[src/rtl/dpca_pkg.sv]
// Shared types for the dual-port contention arbiter.
package dpca_pkg;

    // Which port currently owns a contended address.
    typedef enum logic [1:0] {
        OWN_NONE  = 2'd0,
        OWN_LEFT  = 2'd1,
        OWN_RIGHT = 2'd2
    } owner_e;

    localparam int unsigned NUM_PORTS = 2;
    localparam int unsigned PORT_L    = 0;
    localparam int unsigned PORT_R    = 1;

endpackage

[src/rtl/dpca_port_track.sv]
// Per-port request history.
// Flags a fresh request: the enable has just risen, or the address moved
// while the port stayed enabled. Assumes the inputs are synchronous to clk.
module dpca_port_track #(
    parameter int unsigned ADDR_W = 16
) (
    input  logic              clk,
    input  logic              rst_n,
    input  logic              en,
    input  logic [ADDR_W-1:0] addr,
    output logic              fresh
);

    logic              en_q;
    logic [ADDR_W-1:0] addr_q;

    // Capture the previous cycle's enable and address.
    always_ff @(posedge clk) begin
        if (!rst_n) begin
            en_q   <= 1'b0;
            addr_q <= '0;
        end else begin
            en_q   <= en;
            addr_q <= addr;
        end
    end

    // A request is new when it was absent or pointed elsewhere last cycle.
    always_comb begin
        fresh = en && (!en_q || (addr != addr_q));
    end

endmodule

[src/rtl/dpca_owner.sv]
// Ownership decision for a contended address.
// Keeps the current owner while its request is unchanged. Otherwise the
// older request wins, and a tie goes to the left port.
// Assumes the fresh flags come from dpca_port_track.
module dpca_owner
    import dpca_pkg::*;
#(
    parameter int unsigned ADDR_W = 16
) (
    input  logic              clk,
    input  logic              rst_n,
    input  logic              l_en,
    input  logic              r_en,
    input  logic [ADDR_W-1:0] l_addr,
    input  logic [ADDR_W-1:0] r_addr,
    input  logic              l_fresh,
    input  logic              r_fresh,
    output logic              match,
    output owner_e            owner
);

    owner_e owner_q;
    logic   held;

    // Detect contention and decide who owns the shared word.
    always_comb begin
        match = l_en && r_en && (l_addr == r_addr);
        held  = match && (((owner_q == OWN_LEFT) && !l_fresh) ||
                          ((owner_q == OWN_RIGHT) && !r_fresh));
        if (!match)
            owner = OWN_NONE;
        else if (held)
            owner = owner_q;
        else if (l_fresh && !r_fresh)
            owner = OWN_RIGHT;
        else
            owner = OWN_LEFT;
    end

    // Remember the owner so that it is kept on later cycles.
    always_ff @(posedge clk) begin
        if (!rst_n)
            owner_q <= OWN_NONE;
        else
            owner_q <= owner;
    end

    // a simultaneous arrival goes to the left port.
    a_r3_tie_left: assert property (@(posedge clk) disable iff (!rst_n)
        (match && l_fresh && r_fresh) |-> (owner == OWN_LEFT));

endmodule

[src/rtl/dpca_wr_gate.sv]
// Per-port busy driver and write gate.
// In master mode it drives busy from the local arbitration result. In slave
// mode it holds busy high and blocks writes from the external busy input.
module dpca_wr_gate (
    input  logic clk,
    input  logic rst_n,
    input  logic master_mode,
    input  logic lost,
    input  logic busy_in_n,
    input  logic en,
    input  logic we,
    output logic busy_out_n,
    output logic wr_ok
);

    logic blocked;

    // Select the busy source by mode and gate the write request.
    always_comb begin
        busy_out_n = master_mode ? !lost : 1'b1;
        blocked    = master_mode ? lost : !busy_in_n;
        wr_ok      = en && we && !blocked;
    end

    // a port that sees busy never gets a write permit.
    a_r5_busy_blocks_write: assert property (@(posedge clk) disable iff (!rst_n)
        !busy_out_n |-> !wr_ok);

    // a slave never asserts busy on its own outputs.
    a_r7_slave_quiet: assert property (@(posedge clk) disable iff (!rst_n)
        !master_mode |-> busy_out_n);

endmodule

[src/rtl/dpca_top.sv]
// Dual-port address contention arbiter, top level.
// Tracks each port's request age, awards a contended address to the older
// request, and drives busy and the write permits by the selected mode.
module dpca_top
    import dpca_pkg::*;
#(
    parameter int unsigned ADDR_W = 16
) (
    input  logic              clk,
    input  logic              rst_n,
    input  logic              master_mode,
    input  logic              left_en,
    input  logic              left_we,
    input  logic [ADDR_W-1:0] left_addr,
    input  logic              right_en,
    input  logic              right_we,
    input  logic [ADDR_W-1:0] right_addr,
    input  logic              busy_in_left_n,
    input  logic              busy_in_right_n,
    output logic              busy_out_left_n,
    output logic              busy_out_right_n,
    output logic              busy_drive_en,
    output logic              left_wr_ok,
    output logic              right_wr_ok
);

    logic [NUM_PORTS-1:0]             p_en;
    logic [NUM_PORTS-1:0]             p_we;
    logic [NUM_PORTS-1:0][ADDR_W-1:0] p_addr;
    logic [NUM_PORTS-1:0]             p_fresh;
    logic [NUM_PORTS-1:0]             p_lost;
    logic [NUM_PORTS-1:0]             p_bin_n;
    logic [NUM_PORTS-1:0]             p_bout_n;
    logic [NUM_PORTS-1:0]             p_wr;
    logic                             match;
    owner_e                           owner;

    // Gather the port signals into arrays and spread the results back out.
    always_comb begin
        p_en[PORT_L]     = left_en;
        p_en[PORT_R]     = right_en;
        p_we[PORT_L]     = left_we;
        p_we[PORT_R]     = right_we;
        p_addr[PORT_L]   = left_addr;
        p_addr[PORT_R]   = right_addr;
        p_bin_n[PORT_L]  = busy_in_left_n;
        p_bin_n[PORT_R]  = busy_in_right_n;
        p_lost[PORT_L]   = (owner == OWN_RIGHT);
        p_lost[PORT_R]   = (owner == OWN_LEFT);
        busy_out_left_n  = p_bout_n[PORT_L];
        busy_out_right_n = p_bout_n[PORT_R];
        left_wr_ok       = p_wr[PORT_L];
        right_wr_ok      = p_wr[PORT_R];
        busy_drive_en    = master_mode;
    end

    for (genvar g = 0; g < NUM_PORTS; g++) begin : g_port
        dpca_port_track #(.ADDR_W(ADDR_W)) i_track (
            .clk   (clk),
            .rst_n (rst_n),
            .en    (p_en[g]),
            .addr  (p_addr[g]),
            .fresh (p_fresh[g])
        );

        dpca_wr_gate i_gate (
            .clk         (clk),
            .rst_n       (rst_n),
            .master_mode (master_mode),
            .lost        (p_lost[g]),
            .busy_in_n   (p_bin_n[g]),
            .en          (p_en[g]),
            .we          (p_we[g]),
            .busy_out_n  (p_bout_n[g]),
            .wr_ok       (p_wr[g])
        );
    end

    dpca_owner #(.ADDR_W(ADDR_W)) i_owner (
        .clk     (clk),
        .rst_n   (rst_n),
        .l_en    (left_en),
        .r_en    (right_en),
        .l_addr  (left_addr),
        .r_addr  (right_addr),
        .l_fresh (p_fresh[PORT_L]),
        .r_fresh (p_fresh[PORT_R]),
        .match   (match),
        .owner   (owner)
    );

    // at most one busy line is low.
    a_r4_one_busy: assert property (@(posedge clk) disable iff (!rst_n)
        !(!busy_out_left_n && !busy_out_right_n));

    // without contention, both busy lines stay idle.
    a_r1_idle_no_match: assert property (@(posedge clk) disable iff (!rst_n)
        (!left_en || !right_en || (left_addr != right_addr)) |->
        (busy_out_left_n && busy_out_right_n));

    // an undisturbed left winner keeps access on the next cycle.
    a_r6_winner_holds: assert property (@(posedge clk) disable iff (!rst_n)
        (master_mode && $past(master_mode) && !$past(busy_out_right_n) &&
         left_en && $past(left_en) && (left_addr == $past(left_addr)) &&
         right_en && (right_addr == left_addr)) |-> !busy_out_right_n);

    // the busy drivers are enabled only in master mode.
    a_r8_drive_mode: assert property (@(posedge clk) disable iff (!rst_n)
        busy_drive_en == master_mode);

endmodule

[config.mk]
export PLATFORM = sky130hd
export DESIGN_NAME = dpca_top
export DESIGN_NICKNAME = d
export VERILOG_FILES = /design/src/rtl/dpca_pkg.sv /design/src/rtl/dpca_port_track.sv /design/src/rtl/dpca_owner.sv /design/src/rtl/dpca_wr_gate.sv /design/src/rtl/dpca_top.sv
export SDC_FILE = /design/constraint.sdc
export NUM_CORES = 1
export LEC_CHECK = 0
export BUFFER_PORTS_ARGS = -buffer_cell sky130_fd_sc_hd__buf_2
export CAP_MARGIN = 10
export CORE_UTILIZATION = 40
export DETAILED_ROUTE_END_ITERATION = 8
export GPL_TIMING_DRIVEN = 0
export PLACE_DENSITY = 0.75
export SLEW_MARGIN = 15
export SYNTH_ARGS = -nofsm -noshare
export SYNTH_HDL_FRONTEND = slang
export SYNTH_HIERARCHICAL = 1
export SYNTH_SLANG_ARGS = --single-unit
export TNS_END_PERCENT = 1
[constraint.sdc]
create_clock -name clk -period 4.8 [get_ports clk]
set_input_delay 0 -clock clk [delete_from_list [all_inputs] [get_ports clk]]
set_output_delay 0 -clock clk [all_outputs]
set_load 0.02 [all_outputs]
* Word level (Yosys, flattened, before mapping)
Index checks and enable logic that the tools add are counted.
** Storage, ports and cells
- Output and inout bits :: 5
- Logic and storage cells :: 44
- Bits of input ports :: 41
- Bits in read-only memories :: 0
- Memories kept :: 0
- Register bits after elaboration :: 36
- Bits in latches :: 0
- RAM bits :: 0
** Operators by class
- Bitwise logic cells :: 0
- Equal/unequal tests :: 7
- Order comparisons :: 0
- Multipliers :: 0
- Div/mod/pow operators :: 0
- Multiplexer cells :: 7
- Shift-type cells :: 0
- Reductions and logical operators :: 25
- $add $sub $neg :: 0
** Operators by type and width (number)
- $ne 16x16->1 :: 2
- $eq 16x16->1 :: 1
- $logic_and 1x1->1 :: 12
- $logic_not 1->1 :: 10
- $mux 2 :: 3
- $eq 2x1->1 const B :: 2
- $eq 2x2->1 const B :: 2
- $mux 1 :: 4
- $logic_or 1x1->1 :: 3

* Logic depth before layout (Yosys ltp)
Gate-level depths: netlist of the first run.
- Depth in word-level cells :: 13
- Depth in mapped cells :: 10
- Gate-level depth less buffers :: 10

* Modules after synthesis
The synthesis of the first run kept the hierarchy.
** Modules (own cells, without submodules)
- dpca_port_track :: area each 630.6 sq um, seq. area each 340.3 sq um, cells each 58, times used 2
- dpca_owner :: area each 309.0 sq um, seq. area each 40.0 sq um, cells each 34, times used 1
- dpca_wr_gate :: area each 28.8 sq um, seq. area each 0.0 sq um, cells each 5, times used 2
- dpca_top :: area each 22.5 sq um, seq. area each 0.0 sq um, cells each 3, times used 1

* Worst setup path after synthesis of the first run
OpenSTA, ideal clock, no wires.
- Kind :: register -> output
- From :: reg g_port[1].i_track.addr_q[10]
- To :: out right_wr_ok
- Path buffers :: 0
- Data arrival time :: 1.969 ns
- Data required time :: 4.800 ns
- Cell stages (with the launch flop) :: 10
- Slack :: 2.831 ns
- Path through :: dfxtp_1 xnor2_1 nand4_1 nor4_1 a31oi_1 a21oi_1 nor3b_1 and2b_2 nand2b_1 a21oi_2
** On the way
- Longest elaborated chain between the ends :: 13
- Elaborated cells between the ends (all ways) :: 15
- Those cells by class :: eq/ne (2); mux (4); reduce/logical (9)
** Ends and longest elaborated chain
- start: declaration :: RTL line dpca_port_track.sv:15 : logic [ADDR_W-1:0] addr_q;
- start signal: assignment :: RTL line dpca_port_track.sv:24 : addr_q <= addr;
- $ne 16x16->1 * :: RTL line dpca_port_track.sv:30 : fresh = en && (!en_q || (addr != addr_q));
- $logic_or 1x1->1 * :: RTL line dpca_port_track.sv:30
- $logic_and 1x1->1 * :: RTL line dpca_port_track.sv:30
- named net p_fresh[1] :: RTL line dpca_top.sv:30 : logic [NUM_PORTS-1:0] p_fresh;
- $logic_not 1->1 * :: RTL line dpca_owner.sv:29, dpca_owner.sv:34
- $logic_and 1x1->1 :: RTL line dpca_owner.sv:29 : ((owner_q == OWN_RIGHT) && !r_fresh));
- $logic_or 1x1->1 :: RTL line dpca_owner.sv:28 : held = match && (((owner_q == OWN_LEFT) && !l_fresh) ||
- $logic_and 1x1->1 :: RTL line dpca_owner.sv:28
- $mux 2 * :: RTL line dpca_owner.sv:32 : else if (held)
- $mux 2 * :: RTL line dpca_owner.sv:30 : if (!match)
- named net owner[1] :: RTL line dpca_top.sv:36 : owner_e owner;
- $eq 2x1->1 * :: RTL line dpca_top.sv:49 : p_lost[PORT_R] = (owner == OWN_LEFT);
- named net p_lost[1] :: RTL line dpca_top.sv:31 : logic [NUM_PORTS-1:0] p_lost;
- $mux 1 * :: RTL line dpca_wr_gate.sv:21 : blocked = master_mode ? lost : !busy_in_n;
- $logic_not 1->1 * :: RTL line dpca_wr_gate.sv:22 : wr_ok = en && we && !blocked;
- $logic_and 1x1->1 * :: RTL line dpca_wr_gate.sv:22
- end: declaration :: RTL line dpca_top.sv:24 : output logic right_wr_ok
Mark *: on every way through the listed nets, which the timed path passes. The rest lies on a longest branch.

* Worst setup path after layout of the first run
- From :: in right_addr[10]
- To :: out right_wr_ok
** On the way
- Longest elaborated chain between the ends :: 13
- Elaborated cells between the ends (all ways) :: 17
- Those cells by class :: eq/ne (3); mux (4); reduce/logical (10)
** Ends and longest elaborated chain
- start: declaration :: RTL line dpca_top.sv:17 : input logic [ADDR_W-1:0] right_addr,
- $ne 16x16->1 * :: RTL line dpca_port_track.sv:30
- $logic_or 1x1->1 * :: RTL line dpca_port_track.sv:30
- $logic_and 1x1->1 * :: RTL line dpca_port_track.sv:30
- named net p_fresh[1] :: RTL line dpca_top.sv:30
- $logic_not 1->1 * :: RTL line dpca_owner.sv:29, dpca_owner.sv:34
- $logic_and 1x1->1 :: RTL line dpca_owner.sv:29
- $logic_or 1x1->1 :: RTL line dpca_owner.sv:28
- $logic_and 1x1->1 :: RTL line dpca_owner.sv:28
- $mux 2 * :: RTL line dpca_owner.sv:32
- $mux 2 * :: RTL line dpca_owner.sv:30
- named net owner[1] :: RTL line dpca_top.sv:36
- $eq 2x1->1 * :: RTL line dpca_top.sv:49
- named net p_lost[1] :: RTL line dpca_top.sv:31
- $mux 1 * :: RTL line dpca_wr_gate.sv:21
- $logic_not 1->1 * :: RTL line dpca_wr_gate.sv:22
- $logic_and 1x1->1 * :: RTL line dpca_wr_gate.sv:22
Marked as above.

==> results.toml, run 1 <==
[min_path]
hold_class = "input port to flip-flop"

[placed_design]
pre_cts_ws_ns = 2.532
hpwl_um = 2418
dp.cells = 255
globalplace.congestion = 0.7293
port_buffers = 45

[clock_tree]
numCtsBuffers = 5
worstSkewPairLatency_ns = 0.28
cts_root_buffer = "clkbuf_8"
clkSinkCount = 36
clockBufferDepth = 2
post-cts-setup-buffers = 0
clkTransAtPathRegs_ns = 0.06
cts_tree = "done"
cts_max_level = 2

[yosys]
syn_nets = 203
syn_area_um2 = 1647
synth.avg_cell_area_um2 = 10.16
syn_inst = 162
synth_warnings = 6

[route]
ant_nets = 0
firstDrtPassIters = 4
wire_per_inst_um = 12.35
vias = 1315
drc = 0
routed_wl_um = 3630
drt_first_iter_violations = 45
viasPerCell = 4.473

[timing]
rsz0062_at_grt = "false"
whs_ns = 0.08232
fmax_mhz = 375.3
setup_viol = 0
tightest_slew_ns = 0.4087
finalHoldViolCount = 0
layout_min_cycle_time_ns = 2.664
worst_slack_ns = 2.136
post-route-period-util = 0.5551
clock_skew_ns = 0.001823
slew_headroom = 0.7275
setup-tns-final_ns = 0
slew_violations = 0

[floorplanning]
die_h_um = 66.16
initial_core_util = 0.4335
io_pins = 46
fp.dieW_um = 66.16
rows = 22
fp.coreArea_um2 = 3799
dieArea_um2 = 4377

[global_routing]
grt_pass1_vias = 1302
antenna_found_initial = 0
grtUsageTotal = 0.1830
grt_pass1_wl_um = 5768
overflow = 0
grt_max_degree = 19

[job]
cap_violations = 0

[power]
ir_worst_vdd_uv = 205.0
power_leakage_nw = 0.9457
power_density_nw_per_um2 = 268.4

[worst_setup_path]
cp_max_fo = 4
worstPathArrival_ns = 2.66
critPathLaunchType = "input port"
end_kind = "primary output"
required_ns = 4.80
worst-setup-path-type = "input port to primary output"

[final_layout]
syn2layout_area_growth_pct = 42.17
antenna_cells = 0
final_cells = 294
layout.nets = 289
drive_gt1_frac = 0.2439

[status]
outcome = "finished, final reports clean"
-- where the power goes --
part           internal, W  switching (W)
clock            0.0000934      0.0000956
combinational    0.0000670      0.0000519
sequential        0.000314     0.00000634
total             0.000475       0.000154
-- flip-flops by register name, summed over array words and instances, names as in the netlist --
name                   flops
i_owner/owner_q            2
g_port.i_track/en_q        2
g_port.i_track/addr_q     32
-- cells in the final DEF, fill, tap and decap left out, drive strengths merged --
cell type    instances
nor3b                1
xor2                15
nand2b               5
clkbuf               7
a31oi                2
nand3                3
dlygate4sd3         34
and2                34
and3                 1
buf                 46
inv                  3
nor2b                1
nor4b                1
a21oi                3
nand4                6
dfxtp               36
and2b                1
nand2                6
nor4                 5
xnor2               33
nor3                 3
-- layout make-up --
cell class / count / area (um^2)
Buffer: 3 / 15.01
Clock buffer: 5 / 68.82
Fill cell: 337 / 1458
Inverter: 3 / 11.26
Multi-Input combinational cell: 120 / 899.6
Sequential cell: 36 / 720.7
Tap cell: 48 / 60.06
Timing Repair Buffer: 79 / 565.5
-- timing repair --
item | 4_1_cts | 5_1_grt
hold buffers | 34 | 0
resized for setup | 0 | 0
hold endpoints to repair | 34 | 0
-- worst paths after layout --
check	endpoint	slack (ns)	startpoint	cells past startpoint
worst min-delay path	i_owner/owner_q[1]	0.08	rst_n	3
worst max-delay path	right_wr_ok	2.14	right_addr[10]	12
worst min register to register	i_owner/owner_q[1]	0.64	i_owner/owner_q[1]	4
worst max register to register	i_owner/owner_q[1]	3.08	g_port[1].i_track/addr_q[10]	7
-- worst max-delay path, cell delays in order --
cell and delay, ns:
dlygate4sd3_1 0.54, buf_2 0.15, xnor2_1 0.16, nand4_1 0.14, nor4_1 0.34, a31oi_1 0.14, a21oi_1 0.28, nor3b_1 0.25
and2b_2 0.25, nand2b_1 0.15, a21oi_2 0.10, buf_2 0.16
-- per-stage QoR --
| stage | instance area [um^2] | util | power, W |
|---|---|---|---|
| final | 2341 | 0.6163 | 0.0006284 |
| after global routing | 2341 | 0.6163 | 0.0006595 |
| after CTS | 2341 | 0.6163 | 0.0006344 |
| after detailed placement | 1932 | 0.5086 | 0.0004238 |
| after global placement | 1932 | 0.5086 | 0.0004217 |
| after floorplan | 1647 | - | 0.0003829 |
-- per-layer routing --
layer  track usage  up-vias  share of wire  wire (um)
li1              -      689              -          -
met1        0.2078      590           0.45       1617
met2        0.3278       32           0.51       1844
met3       0.04655        4          0.035        126
met4       0.06383        0          0.011         41
met5             0        -              0          0
No activity file was read; power rests on OpenSTA's default activity.
==> run 2: changes to the inputs <==
clock period = 2.8 ns   (was 4.8 ns; I/O delays follow)
==> run 2 against run 1 <==
Effect of this change: via count increased by 0.53%; clock power grew 71%; largest power group unchanged; clock skew about the same; critical endpoint unchanged; sequential share of layout area shrank 0.20 points; flip-flop and latch count is the same; cell area grew 0.64%; setup slack got worse by 1.9 ns; cell count is the same; clock-buffer cell count stayed put; combinational power rose by 72%.
==> results.toml, run 2 (synthesized netlist as in run 1, its figures left out) <==
[floorplanning]
die_h_um = 66.16
fp.coreArea_um2 = 3799
fp.dieW_um = 66.16
dieArea_um2 = 4377
initial_core_util = 0.4335
rows = 22
io_pins = 46

[final_layout]
regMostFlops = "g_port.i_track/addr_q"
final_common_cell = "buf_2"
top_regs = "g_port.i_track/addr_q: 32 flops, g_port.i_track/en_q: 2 flops, i_owner/owner_q: 2 flops"
ff_latch_area_um2 = 720.7
nFillCells = 332
syn2layout_area_growth_pct = 43.09
antenna_cells = 0
drive_gt1_frac = 0.2561
multiInputGateArea_um2 = 914.6
largest_reg_flops = 32
mostFrequentLayoutCells = "45 x buf_2, 36 x dfxtp_1, 34 x and2_1, 34 x dlygate4sd3_1, 33 x xnor2_1"
final_cells = 294
layout.nets = 289

[min_path]
hold_class = "input port to flip-flop"
min_path_cells = 3
min_from = "rst_n"
hold_end = "i_owner/owner_q[1]"

[global_routing]
grt_pass1_vias = 1302
antenna_found_initial = 0
use_met1 = 0.2078
grt_use_met3 = 0.04655
grt_max_degree = 19
grt_pass1_wl_um = 5768
grt_util_met2 = 0.3278
grt.busiest_layer = "met2"
grtUsageTotal = 0.1830
overflow = 0

[power]
ir_worst_vdd_uv = 349.9
power_density_nw_per_um2 = 457.9
share_clk_of_total_power = 0.300
p_sw_frac = 0.2457
power_leakage_nw = 0.9463
p_switching_w = 0.0002650
p_comb_frac = 0.190
power.share.sequential = 0.509
cell_internal_pwr_w = 0.0008138

[job]
cap_violations = 0

[timing]
fmax_mhz = 391.3
slew_headroom = 0.7307
layout_min_cycle_time_ns = 2.556
clock_skew_ns = 0.002237
setup-tns-final_ns = 0
slew_violations = 0
setup_viol = 0
tightest_slew_ns = 0.4040
rsz0062_at_grt = "false"
finalHoldViolCount = 0
whs_ns = 0.08100
post-route-period-util = 0.9127

[route]
drt_first_iter_violations = 45
viasPerCell = 4.497
routed_wl_um = 3693
vias = 1322
wire_per_inst_um = 12.56
drc = 0
firstDrtPassIters = 4
ant_nets = 0

[clock_tree]
numCtsBuffers = 5
cts_root_buffer = "clkbuf_8"
post-cts-setup-buffers = 0
cts_max_level = 2
clkTransAtPathRegs_ns = 0.06
worstSkewPairLatency_ns = 0.28
clockBufferDepth = 2
cts_tree = "done"
clkSinkCount = 36

[worst_setup_path]
required_ns = 2.80
slowest_delay_ns = 0.54
cpLargestDelayFamily = "simple AND/OR/NAND/NOR gates"
worstPathCellList = "dlygate4sd3_1, buf_2, xnor2_1, nand4_1, nor4_2, a31oi_1, a21oi_2, nor3b_2, and2b_2, nand2b_1, a21oi_2, buf_2"
path_buf_inv = 3
reg2reg_slack_ns = 1.15
end_kind = "primary output"
worst-setup-path-type = "input port to primary output"
cp_max_fo = 4
cp_slowest_cell = "dlygate4sd3_1"
worstPathArrival_ns = 2.56
ff2ff_path_depth = 7
r2r-start = "g_port[1].i_track/addr_q[10]"
critPathLaunchType = "input port"
r2r-end = "i_owner/owner_q[1]"

[placed_design]
hpwl_um = 2418
port_buffers = 45
dp.cells = 255
globalplace.congestion = 0.7293

[status]
outcome = "finished, final reports clean"
run 2: power by group through the flow:
stage / combinational (W) / clock [W] / sequential, W
2_1_floorplan: 0.0000974 / 0 / 0.000559
3_3_place_gp: 0.000163 / 0 / 0.000560
3_5_place_dp: 0.000166 / 0 / 0.000561
4_1_cts: 0.000203 / 0.000336 / 0.000549
5_1_grt: 0.000225 / 0.000356 / 0.000551
6_report: 0.000205 / 0.000324 / 0.000549
run 2: cell type report:
cell class              instances  share of cell area
multi-input cells             120              0.3882
flip-flops and latches         36              0.3059
repair buffers                 79              0.2400
clock buffers                   5             0.02921
well taps                      48             0.02549
plain buffers                   3            0.006373
inverters                       3            0.004780
run 2: metal layers:
layer | wire [um] | vias up
li1 | - | 690
met1 | 1603 | 593
met2 | 1901 | 35
met3 | 160 | 4
met4 | 27 | 0
met5 | 0 | -
run 2: worst max-delay path by stage:
| stage | to | cells after the start | startpoint |
|---|---|---|---|
| finish | right_wr_ok | 12 | right_addr[10] |
| global route | right_wr_ok | 12 | right_addr[10] |
| CTS | right_wr_ok | 12 | right_addr[5] |
| detailed placement | right_wr_ok | 10 | g_port[1].i_track/addr_q[5] |
| global placement | right_wr_ok | 10 | g_port[1].i_track/addr_q[7] |
| floorplan | right_wr_ok | 9 | g_port[1].i_track/addr_q[10] |
run 2: worst reg2reg max path: cells and delay by family (launching register included):
kind,cells,cell delay [ns]
XOR/XNOR,1,0.17
AO/OA/AOI/OAI,2,0.36
flip-flops,1,0.31
AND/OR/NAND/NOR,4,0.72
run 2: metrics by stage:
stage           power, W  setup WS, ns  instance area, um^2    util
6_report        0.001079        0.2444                 2356  0.6202
5_1_grt         0.001132       0.02733                 2356  0.6202
4_1_cts         0.001088        0.1482                 2341  0.6163
3_5_place_dp   0.0007265        0.5316                 1932  0.5086
3_3_place_gp   0.0007229        0.5740                 1932  0.5086
2_1_floorplan  0.0006564        0.8315                 1647       -
run 2: what timing repair did:
item | CTS | global route
resized for setup | 0 | 3
hold buffers | 34 | 0
hold endpoints to repair | 34 | 0
endpoints found under the setup margin | 0 | 1
